--- src/rtl/ptp_filt_pkg.sv ---
package ptp_filt_pkg;

  localparam int unsigned VER_W = 4;
  localparam int unsigned MSG_W = 4;
  localparam int unsigned SEL_W = 2;

  typedef enum logic [1:0] {
    TR_NONE = 2'd0,
    TR_ETH  = 2'd1,
    TR_UDP4 = 2'd2,
    TR_UDP6 = 2'd3
  } transport_e;

  // Packed MSB first: bits 9:8 sel, 7 da_filt, 6 master, 5 event_only,
  // 4 v2_sel, 3 eth_en, 2 ipv6_en, 1 ipv4_en, 0 snap_all
  typedef struct packed {
    logic [SEL_W-1:0] snap_sel;
    logic             da_filt;
    logic             master;
    logic             event_only;
    logic             v2_sel;
    logic             eth_en;
    logic             ipv6_en;
    logic             ipv4_en;
    logic             snap_all;
  } snap_cfg_t;

  localparam int unsigned CFG_W = $bits(snap_cfg_t);
  localparam logic [CFG_W-1:0] CFG_RESET = CFG_W'(10'h002);

  typedef struct packed {
    logic known;
    logic excluded;
    logic general;
    logic sync;
    logic dreq;
    logic preq;
    logic presp;
  } msg_cls_t;

endpackage

--- src/rtl/ptp_cfg_reg.sv ---
module ptp_cfg_reg
  import ptp_filt_pkg::*;
(
  input  logic             clk,
  input  logic             rst_n,
  input  logic             wr_i,
  input  logic [CFG_W-1:0] data_i,
  output snap_cfg_t        cfg_o
);

  logic [CFG_W-1:0] cfg_d;
  logic [CFG_W-1:0] cfg_q;

  always_comb begin
    cfg_d = cfg_q;
    if (wr_i) cfg_d = data_i;
  end

  always_ff @(posedge clk or negedge rst_n) begin
    if (!rst_n) cfg_q <= CFG_RESET;
    else        cfg_q <= cfg_d;
  end

  assign cfg_o = snap_cfg_t'(cfg_q);

endmodule

--- src/rtl/ptp_msg_classify.sv ---
module ptp_msg_classify
  import ptp_filt_pkg::*;
(
  input  logic             v2_sel_i,
  input  logic [VER_W-1:0] ver_i,
  input  logic [MSG_W-1:0] msg_i,
  output msg_cls_t         cls_o
);

  localparam logic [VER_W-1:0] VER_ONE = VER_W'(1);
  localparam logic [VER_W-1:0] VER_TWO = VER_W'(2);

  logic ver_ok;

  always_comb begin
    ver_ok = v2_sel_i ? (ver_i == VER_TWO) : (ver_i == VER_ONE);
    cls_o  = '0;
    if (ver_ok) begin
      if (v2_sel_i) begin
        case (msg_i)
          MSG_W'(0):  begin cls_o.known = 1'b1; cls_o.sync  = 1'b1; end
          MSG_W'(1):  begin cls_o.known = 1'b1; cls_o.dreq  = 1'b1; end
          MSG_W'(2):  begin cls_o.known = 1'b1; cls_o.preq  = 1'b1; end
          MSG_W'(3):  begin cls_o.known = 1'b1; cls_o.presp = 1'b1; end
          MSG_W'(8), MSG_W'(9), MSG_W'(10):
                      begin cls_o.known = 1'b1; cls_o.general = 1'b1; end
          MSG_W'(11), MSG_W'(12), MSG_W'(13):
                      begin cls_o.known = 1'b1; cls_o.excluded = 1'b1; end
          default:    cls_o = '0;
        endcase
      end else begin
        case (msg_i)
          MSG_W'(0):  begin cls_o.known = 1'b1; cls_o.sync  = 1'b1; end
          MSG_W'(1):  begin cls_o.known = 1'b1; cls_o.dreq  = 1'b1; end
          MSG_W'(2), MSG_W'(3):
                      begin cls_o.known = 1'b1; cls_o.general = 1'b1; end
          MSG_W'(4):  begin cls_o.known = 1'b1; cls_o.excluded = 1'b1; end
          default:    cls_o = '0;
        endcase
      end
    end
  end

endmodule

--- src/rtl/ptp_transport_gate.sv ---
module ptp_transport_gate
  import ptp_filt_pkg::*;
(
  input  logic       ipv4_en_i,
  input  logic       ipv6_en_i,
  input  logic       eth_en_i,
  input  logic       da_filt_i,
  input  transport_e transport_i,
  input  logic       da_match_i,
  output logic       pass_o
);

  always_comb begin
    unique case (transport_i)
      TR_ETH:  pass_o = eth_en_i && (!da_filt_i || da_match_i);
      TR_UDP4: pass_o = ipv4_en_i;
      TR_UDP6: pass_o = ipv6_en_i;
      default: pass_o = 1'b0;
    endcase
  end

endmodule

--- src/rtl/ptp_snap_policy.sv ---
module ptp_snap_policy
  import ptp_filt_pkg::*;
(
  input  logic [SEL_W-1:0] sel_i,
  input  logic             event_only_i,
  input  logic             master_i,
  input  msg_cls_t         cls_i,
  output logic             want_o
);

  logic own_ev;
  logic peer_ev;
  logic ev_hit;

  always_comb begin
    own_ev  = master_i ? cls_i.dreq : cls_i.sync;
    peer_ev = cls_i.preq || cls_i.presp;
    unique case (sel_i)
      SEL_W'(0): ev_hit = master_i ? (cls_i.dreq || cls_i.presp)
                                   : (cls_i.sync || cls_i.preq);
      SEL_W'(1): ev_hit = cls_i.sync || cls_i.dreq || peer_ev;
      SEL_W'(2): ev_hit = peer_ev;
      default:   ev_hit = own_ev || peer_ev;
    endcase
    want_o = cls_i.known && !cls_i.excluded &&
             (ev_hit || (!event_only_i && cls_i.general));
  end

endmodule

--- src/rtl/ptp_rx_snap_filter.sv ---
module ptp_rx_snap_filter
  import ptp_filt_pkg::*;
(
  input  logic             clk,
  input  logic             rst_n,
  input  logic             ts_en_i,
  input  logic             cfg_wr_i,
  input  logic [CFG_W-1:0] cfg_data_i,
  input  logic             frm_valid_i,
  input  logic [1:0]       frm_transport_i,
  input  logic [VER_W-1:0] frm_ver_i,
  input  logic [MSG_W-1:0] frm_msg_i,
  input  logic             frm_da_match_i,
  output logic             snap_take_o
);

  snap_cfg_t  cfg_q;
  msg_cls_t   cls;
  transport_e tr;
  logic       tr_pass;
  logic       want;
  logic       snap_d;
  logic       snap_q;

  assign tr = transport_e'(frm_transport_i);

  ptp_cfg_reg u_cfg (
    .clk    (clk),
    .rst_n  (rst_n),
    .wr_i   (cfg_wr_i),
    .data_i (cfg_data_i),
    .cfg_o  (cfg_q)
  );

  ptp_msg_classify u_cls (
    .v2_sel_i (cfg_q.v2_sel),
    .ver_i    (frm_ver_i),
    .msg_i    (frm_msg_i),
    .cls_o    (cls)
  );

  ptp_transport_gate u_gate (
    .ipv4_en_i   (cfg_q.ipv4_en),
    .ipv6_en_i   (cfg_q.ipv6_en),
    .eth_en_i    (cfg_q.eth_en),
    .da_filt_i   (cfg_q.da_filt),
    .transport_i (tr),
    .da_match_i  (frm_da_match_i),
    .pass_o      (tr_pass)
  );

  ptp_snap_policy u_pol (
    .sel_i        (cfg_q.snap_sel),
    .event_only_i (cfg_q.event_only),
    .master_i     (cfg_q.master),
    .cls_i        (cls),
    .want_o       (want)
  );

  always_comb begin
    snap_d = 1'b0;
    if (frm_valid_i && ts_en_i)
      snap_d = cfg_q.snap_all || (tr_pass && want);
  end

  always_ff @(posedge clk or negedge rst_n) begin
    if (!rst_n) snap_q <= 1'b0;
    else        snap_q <= snap_d;
  end

  assign snap_take_o = snap_q;


  pulse_follows_strobe_chk: assert property (@(posedge clk) disable iff (!rst_n)
    snap_take_o |-> $past(frm_valid_i));


  global_off_chk: assert property (@(posedge clk) disable iff (!rst_n)
    (frm_valid_i && !ts_en_i) |=> !snap_take_o);


  snap_all_chk: assert property (@(posedge clk) disable iff (!rst_n)
    (frm_valid_i && ts_en_i && cfg_q.snap_all) |=> snap_take_o);


  excluded_msg_chk: assert property (@(posedge clk) disable iff (!rst_n)
    (frm_valid_i && !cfg_q.snap_all && cls.excluded) |=> !snap_take_o);


  da_filter_chk: assert property (@(posedge clk) disable iff (!rst_n)
    (frm_valid_i && !cfg_q.snap_all && cfg_q.da_filt && tr == TR_ETH &&
     !frm_da_match_i) |=> !snap_take_o);


  unknown_code_chk: assert property (@(posedge clk) disable iff (!rst_n)
    (frm_valid_i && !cfg_q.snap_all && !cls.known) |=> !snap_take_o);


  non_ptp_chk: assert property (@(posedge clk) disable iff (!rst_n)
    (frm_valid_i && !cfg_q.snap_all && tr == TR_NONE) |=> !snap_take_o);

endmodule

--- config.mk ---
export PLATFORM = sky130hd
export DESIGN_NAME = ptp_rx_snap_filter
export DESIGN_NICKNAME = d
export VERILOG_FILES = /design/src/rtl/ptp_filt_pkg.sv /design/src/rtl/ptp_cfg_reg.sv /design/src/rtl/ptp_msg_classify.sv /design/src/rtl/ptp_transport_gate.sv /design/src/rtl/ptp_snap_policy.sv /design/src/rtl/ptp_rx_snap_filter.sv
export SDC_FILE = /design/constraint.sdc
export NUM_CORES = 1
export LEC_CHECK = 0
export ABC_AREA = 1
export BUFFER_PORTS_ARGS = -buffer_cell sky130_fd_sc_hd__buf_2
export CORE_MARGIN = 2
export CORE_UTILIZATION = 40
export CTS_CLUSTER_SIZE = 20
export DETAILED_ROUTE_END_ITERATION = 10
export HOLD_SLACK_MARGIN = 0.03
export PLACE_DENSITY_LB_ADDON = 0.2
export SLEW_MARGIN = 20
export SYNTH_ARGS = -nofsm -noshare
export SYNTH_HDL_FRONTEND = slang
export SYNTH_HIERARCHICAL = 1
export SYNTH_SLANG_ARGS = --single-unit
--- constraint.sdc ---
create_clock -name clk -period 1.5 [get_ports clk]
set_input_delay 0.075 -clock clk [delete_from_list [all_inputs] [get_ports clk]]
set_output_delay 0.075 -clock clk [all_outputs]
set_load 0.1 [all_outputs]
# Word-level counts from Yosys, hierarchy flattened

Index checks and enable logic that the tools add are counted.

Register bits after elaboration: 11
Bits of input ports: 26
Output and inout port bits: 1

Equality and inequality tests: 17
Muxes and demuxes: 18
Reduce and logical (&&, ||, !) cells: 25

Operators with widths:

| cell                                                | number |
|---|---|
| equality test 4 bit, second input constant          | 6 |
| 2-to-1 mux 1 bit                                    | 14 |
| 2-to-1 mux 7 bit                                    | 2 |
| equality test 4 x 2 -> 1 bit, second input constant | 3 |
| OR reduction 10 bit                                 | 1 |
| logical OR 1 bit                                    | 9 |
| equality test 4 x 1 -> 1 bit, second input constant | 2 |
| equality test 2 bit, second input constant          | 3 |
| logical AND 1 bit                                   | 6 |
| case mux 1 bit (3 select lines)                     | 2 |
| OR reduction 3 bit                                  | 2 |
| OR reduction 5 bit                                  | 1 |
| equality test 2 x 1 -> 1 bit, second input constant | 2 |
| equality test 4 x 3 -> 1 bit, second input constant | 1 |
| logical NOT 4 bit                                   | 1 |
| logical NOT 1 bit                                   | 3 |
| logical NOT 2 bit                                   | 1 |
| OR reduction 2 bit                                  | 1 |

# Depth between registers and ports, before layout

Gate-level depths: netlist of run 1.

Word-level depth: 13
Gate-level depth with buffers: 13
Depth with buffers taken out: 13

# By module

The synthesis of run 1 kept the hierarchy.

Modules (own cells, without submodules):

| module             | instances | cells each | area each (µm²) |
|---|---|---|---|
| ptp_cfg_reg        | 1         | 42         | 379.1 |
| ptp_msg_classify   | 1         | 42         | 195.2 |
| ptp_snap_policy    | 1         | 26         | 102.6 |
| ptp_transport_gate | 1         | 12         | 46.3 |
| ptp_rx_snap_filter | 1         | 5          | 45.0 |

# Worst setup path after synthesis of run 1

Ideal clock, no wire load.

Path kind: flip-flop to flip-flop
Start point: reg u_cfg.cfg_q[4] (netlist: u_cfg/cfg_o[4])
End point: reg snap_q (netlist: snap_take_o)
Library setup time: 73 ps
Arrival: 1356 ps
Required time: 1427 ps
Setup slack: 71 ps
Cell stages (with the launch flop): 12
Buffers on the path: 0
Clock period less this slack: 1429 ps
Cell sequence: dfrtp_1 inv_1 nand3b_1 nand2_1 nand2_2 nor2_2 inv_1 o21ai_0 o21ai_1 a21oi_1 nand2_1 a21oi_2

RTL lines:

| what                     | RTL line                 | text |
|---|---|---|
| start: declaration       | ptp_cfg_reg.sv:12        | `logic [CFG_W-1:0] cfg_q;` |
| start signal: assignment | ptp_cfg_reg.sv:21        | `else cfg_q <= cfg_d;` |
| end signal: assignment   | ptp_rx_snap_filter.sv:68 | `else snap_q <= snap_d;` |
| end: declaration         | ptp_rx_snap_filter.sv:23 | `logic snap_q;` |

==> impl_metrics.tcl, run 1 <==
set metrics [dict create \
    clk_path_buf_depth 2 \
    dieWidth_um 47.83 \
    antenna_found_initial 0 \
    crit_arrival_ps 1730 \
    critPathLaunch "u_cfg/cfg_o[4]" \
    layout-drive-gt1-share_pct 26.74 \
    syn_inst 127 \
    start_util_pct 43.55 \
    max_freq_mhz 652.0 \
    final-max-slew-violation-count 0 \
    wire_per_inst_um 9.294 \
    slew_headroom_pct 67.68 \
    rsz0062_at_grt "true" \
    met1_usage_pct 21.88 \
    grt-busiest-layer "met2" \
    period_minus_slack_ps 1534 \
    finalNonFillerCells 197 \
    netlist_area_um2 768.2 \
    cp_max_fo 4 \
    area_delta_synth_final_pct 42.83 \
    r2r_start "u_cfg/cfg_o[4]" \
    routed_wl_um 1831 \
    drt_iter0_drc 6 \
    path_clk_slew_ps 70 \
    grt.total_usage_pct 18.91 \
    ys_types 17 \
    cts_buffers 3 \
    dp_hpwl_um 1306 \
    diodes 0 \
    setup_viol 1 \
    detail-route-antenna-nets 0 \
    tritoncts "done" \
    ios 27 \
    portBuffers 26 \
    min_from "frm_valid_i" \
    clock-sinks 11 \
    period_share_pct 102.3 \
    finalPower_mw 0.7277 \
    end_kind "flip-flop" \
    critPathLaunchType "flip-flop" \
    fin_ws_ps -33.84 \
    outcome "complete, but fails checks" \
    use_met3_pct 4.906 \
    grt.overflow.total 0 \
    placementRows 15 \
    viasPerCell 4.381 \
    core_area_um2 1764 \
    drc_errors 0 \
    seq_area_frac_synth_pct 35.99 \
    synth-seq-cells 11 \
    die-area_um2 2287 \
    grt_pass1_vias 805 \
    layout.nets 199 \
    clock_latency_ps 260 \
    cap_violations 0 \
    clockRootBuffer "clkbuf_4" \
    hold_viol_final 0 \
    grt_max_degree 12 \
    met2_usage_pct 33.07 \
    place.gp.congestion 0.8388 \
    grt_pass1_wl_um 2994 \
    tns_ps -33.84 \
    p_leak_nw 0.6116 \
    die_y_um 47.83 \
    tightestPinTransition_ps 488.1 \
    vdd_drop_max_mv 0.4326 \
    violations "setup timing" \
    powerDensity_nw_per_um2 663.2 \
    post-place-cells 179 \
    num_vias 863 \
    firstDrtPassIters 4 \
    syn-num-nets 153 \
    fin_skew_ps 2.565 \
    cts-htree-levels 1 \
    hp-class "in2reg" \
    syn_avg_cell_area_um2 6.049 \
    worst_ep_required_time_ps 1700 \
    yosys_warnings 6 \
    path_class "reg2reg" \
]
cells in the final DEF (no fill, tap or decap):
| cell type | instances |
|---|---|
| nand3_1 | 8 |
| nor2_2 | 5 |
| o21ai_1 | 2 |
| a21oi_2 | 1 |
| dfrtp_1 | 10 |
| nand3b_1 | 1 |
| buf_2 | 26 |
| nand2_2 | 3 |
| inv_2 | 2 |
| dfstp_2 | 1 |
| a21oi_1 | 1 |
| nand4_1 | 1 |
| clkbuf_4 | 3 |
| inv_1 | 19 |
| dlygate4sd3_1 | 12 |
| nor2_1 | 10 |
| buf_4 | 4 |
| clkbuf_1 | 1 |
| nor3_2 | 1 |
| nand2_1 | 61 |
cells in the mapped netlist:
cell / count / area share (%)
a21oi_2: 1 / 1.1
inv_2: 2 / 0.98
nand3_1: 8 / 5.2
nand4_1: 1 / 0.81
nand2_1: 62 / 30
nor3_2: 1 / 1.3
o21ai_0: 1 / 0.65
nand2_2: 2 / 1.6
nor2_2: 5 / 4.1
buf_6: 1 / 1.5
nor2_1: 10 / 4.9
nand3b_1: 1 / 0.98
a21oi_1: 1 / 0.65
dfstp_2: 1 / 3.4
inv_1: 19 / 9.3
o21ai_1: 1 / 0.65
dfrtp_1: 10 / 33
sequential cells by signal, indices dropped and copies added, names as in the netlist:
signal / count
u_cfg/cfg_o: 10
snap_take_o: 1
worst paths after layout:
path,slack (ps),depth (start not counted),end
setup reg to reg,-30,12,snap_take_o
hold / removal,40,3,snap_take_o
setup / recovery,-30,12,snap_take_o
max in group asynchronous,1030,2,u_cfg/cfg_o[1]
hold reg to reg,470,2,u_cfg/cfg_o[1]
min in group asynchronous,200,2,u_cfg/cfg_o[9]
final cells by class:
type                            count  area, µm²
Timing Repair Buffer               42      280.3
Clock buffer                        4      26.28
Inverter                           21      78.83
Sequential cell                    11      276.5
Tap cell                           25      31.28
Multi-Input combinational cell     94      404.1
Fill cell                         182      666.9
metal layers:
metal,share of wire (%),up-vias
met5,0,-
met4,0.55,0
met3,3.0,2
met2,53,14
met1,43,382
li1,-,465
stage by stage:
stage          setup slack [ps]  util, %  area, µm²  hold WS [ps]
2_1_floorplan             71.07        -      768.2        -220.6
3_3_place_gp              52.16    52.91      933.4        -44.45
3_5_place_dp             -11.79    52.91      933.4        -43.35
4_1_cts                  -15.56    61.06       1077         32.06
5_1_grt                  -174.3    62.20       1097         38.66
6_report                 -33.84    62.20       1097         44.99
power breakdown:
group | internal, mW | switching, mW | leakage (nW)
sequential | 0.323 | 0.0167 | 0.134
clock | 0.103 | 0.0970 | 0.0150
combinational | 0.0888 | 0.0992 | 0.463
kinds of logic after synthesis:
kind of cell / Yosys count / share of synthesized area (%)
compound gates: 4 / 3.093
buf+inv: 22 / 11.73
simple gates: 90 / 49.19
flops: 11 / 35.99
critical path: stages (launching register included):
cell and delay (ps):
dfrtp_1 410, buf_4 150, buf_4 120, buf_4 130, nand2_1 60, nand2_1 60, nor2_2 80, nand2_1 60
nand3_1 70, nor2_1 50, a21oi_1 110, nand2_1 80, a21oi_2 110
timing repair:
item / CTS / global route
setup buffers: 1 / 1
pin swaps: 0 / 0
endpoints found under the setup margin: 1 / 1
hold buffers: 11 / 1
endpoints found under the hold margin: 21 / 1
resized for setup: 1 / 1
Power figures use the tool's default switching activity.
==> inputs of run 2 (changes only) <==
- clock period: 1.5 -> 1.59 ns (I/O delays scaled with it)
==> run 2 against run 1 <==
  * Sequential share of layout area rose by 0.92 points
  * Total power shrank 7.3%
  * The run now ends clean
  * Final cell count down 2.0%
==> impl_metrics.tcl, run 2 (same netlist as run 1, synthesis figures left out) <==
set metrics [dict create \
    viasPerCell 4.399 \
    tritoncts "done" \
    final_cell_area_um2 1064 \
    dp_hpwl_um 1272 \
    outcome "finished, final reports clean" \
    cts-htree-levels 1 \
    worst_ep_required_time_ps 1790 \
    met1_usage_pct 21.03 \
    p_leak_nw 0.5912 \
    use_met3_pct 3.396 \
    grt_max_degree 12 \
    place_ws_ps 59.80 \
    crit_arrival_ps 1700 \
    cap_violations 0 \
    wire_per_inst_um 8.637 \
    diodes 0 \
    die_y_um 47.83 \
    critPathLaunchType "flip-flop" \
    clockRootBuffer "clkbuf_4" \
    clock_latency_ps 270 \
    clock-sinks 11 \
    setup_viol 0 \
    end_kind "flip-flop" \
    final-max-slew-violation-count 0 \
    drt_iter0_drc 13 \
    post-place-cells 178 \
    finalNonFillerCells 193 \
    grt.overflow.total 0 \
    cpMostUsedCell "nand2_1" \
    vdd_drop_max_mv 0.4462 \
    fin_ws_ps 89.53 \
    largest_reg_flops 10 \
    dieWidth_um 47.83 \
    slew_headroom_pct 67.99 \
    hp-class "in2reg" \
    placed_area_um2 925.9 \
    antenna_found_initial 0 \
    period_share_pct 94.37 \
    period_minus_slack_ps 1500 \
    hold_viol_final 0 \
    start_util_pct 43.55 \
    rsz0062_at_grt "true" \
    slowest_stage "dfrtp_2" \
    max_freq_mhz 666.5 \
    path_class "reg2reg" \
    ios 27 \
    layout_commonest_cell "nand2_1" \
    detail-route-antenna-nets 0 \
    grt_pass1_wl_um 2801 \
    met2_usage_pct 29.60 \
    core_area_um2 1764 \
    grt_pass1_vias 755 \
    layout-drive-gt1-share_pct 26.19 \
    fin_skew_ps 4.692 \
    powerDensity_nw_per_um2 634.5 \
    drc_errors 0 \
    critPathMaxStageDelay_ps 430 \
    path_clk_slew_ps 70 \
    cts_buffers 3 \
    die-area_um2 2287 \
    placementRows 15 \
    grt-busiest-layer "met2" \
    place.gp.congestion 0.8576 \
    path_cells "inv_2 > nand3b_1 > nand2_1 > nand2_2 > nor2_2 > inv_1 > nand2_1 > nand2_1 > nand2_1 > nor2_1 > a21oi_1 > nand2_1 > a21oi_2" \
    clk_path_buf_depth 2 \
    firstDrtPassIters 4 \
    tightestPinTransition_ps 483.5 \
    cp_max_fo 5 \
    area_delta_synth_final_pct 38.44 \
    routed_wl_um 1667 \
    layout.nets 195 \
    portBuffers 26 \
    num_vias 849 \
    final_cell_mix "nand2_1, buf_2, inv_1" \
    grt.total_usage_pct 17.17 \
]
-- run 2: per-stage QoR --
stage                     hold WS [ps]  power, mW  setup TNS [ps]  util [%]
after floorplan                 -216.1     0.4083               0         -
after global placement          -38.72     0.4662               0     52.48
after detailed placement        -39.53     0.4689               0     52.48
after CTS                        31.52     0.6785               0     60.21
after global routing             35.96     0.7167          -67.71     60.28
final                            34.43     0.6748               0     60.28
-- run 2: worst paths after layout --
check / slack (ps) / startpoint / to / cells after the start
max: 90 / u_cfg/cfg_o[4] / snap_take_o / 13
min: 30 / ts_en_i / snap_take_o / 3
max reg2reg: 90 / u_cfg/cfg_o[4] / snap_take_o / 13
min reg2reg: 470 / u_cfg/cfg_o[1] / u_cfg/cfg_o[1] / 2
max in group asynchronous: 1100 / rst_n / u_cfg/cfg_o[1] / 2
min in group asynchronous: 220 / rst_n / u_cfg/cfg_o[9] / 2
-- run 2: area by class of cell --
class / instances / area, µm²
fill: 186 / 700.7
multi-input combinational: 94 / 401.6
sequential: 11 / 277.8
timing repair buffer: 38 / 247.7
inverter: 21 / 78.83
tap: 25 / 31.28
clock buffer: 4 / 26.28
-- run 2: routing by layer --
metal / part of all wire [%] / vias to the layer above
li1: - / 461
met3: 3.1 / 4
met5: 0 / -
met4: 1.1 / 0
met2: 51 / 14
met1: 45 / 370
-- run 2: power by group --
part           switching (mW)  internal, mW
Combinational          0.0886        0.0740
Sequential             0.0168         0.305
Clock                  0.0927        0.0971
Total                   0.198         0.477
-- run 2: critical path: cells and delay by family (launching register included) --
kind                   cells  cell delay, ps
DFF                        1             430
buffers and inverters      2             110
AOI/OAI and AO/OA          2             250
and+or+nand+nor            9             650
-- run 2: repair_timing --
action                                  in CTS  in global routing
setup buffers                                0                  0
gates resized for setup                      0                  3
hold buffers                                11                  0
endpoints found under the setup margin       0                  1
endpoints found under the hold margin       21                  0
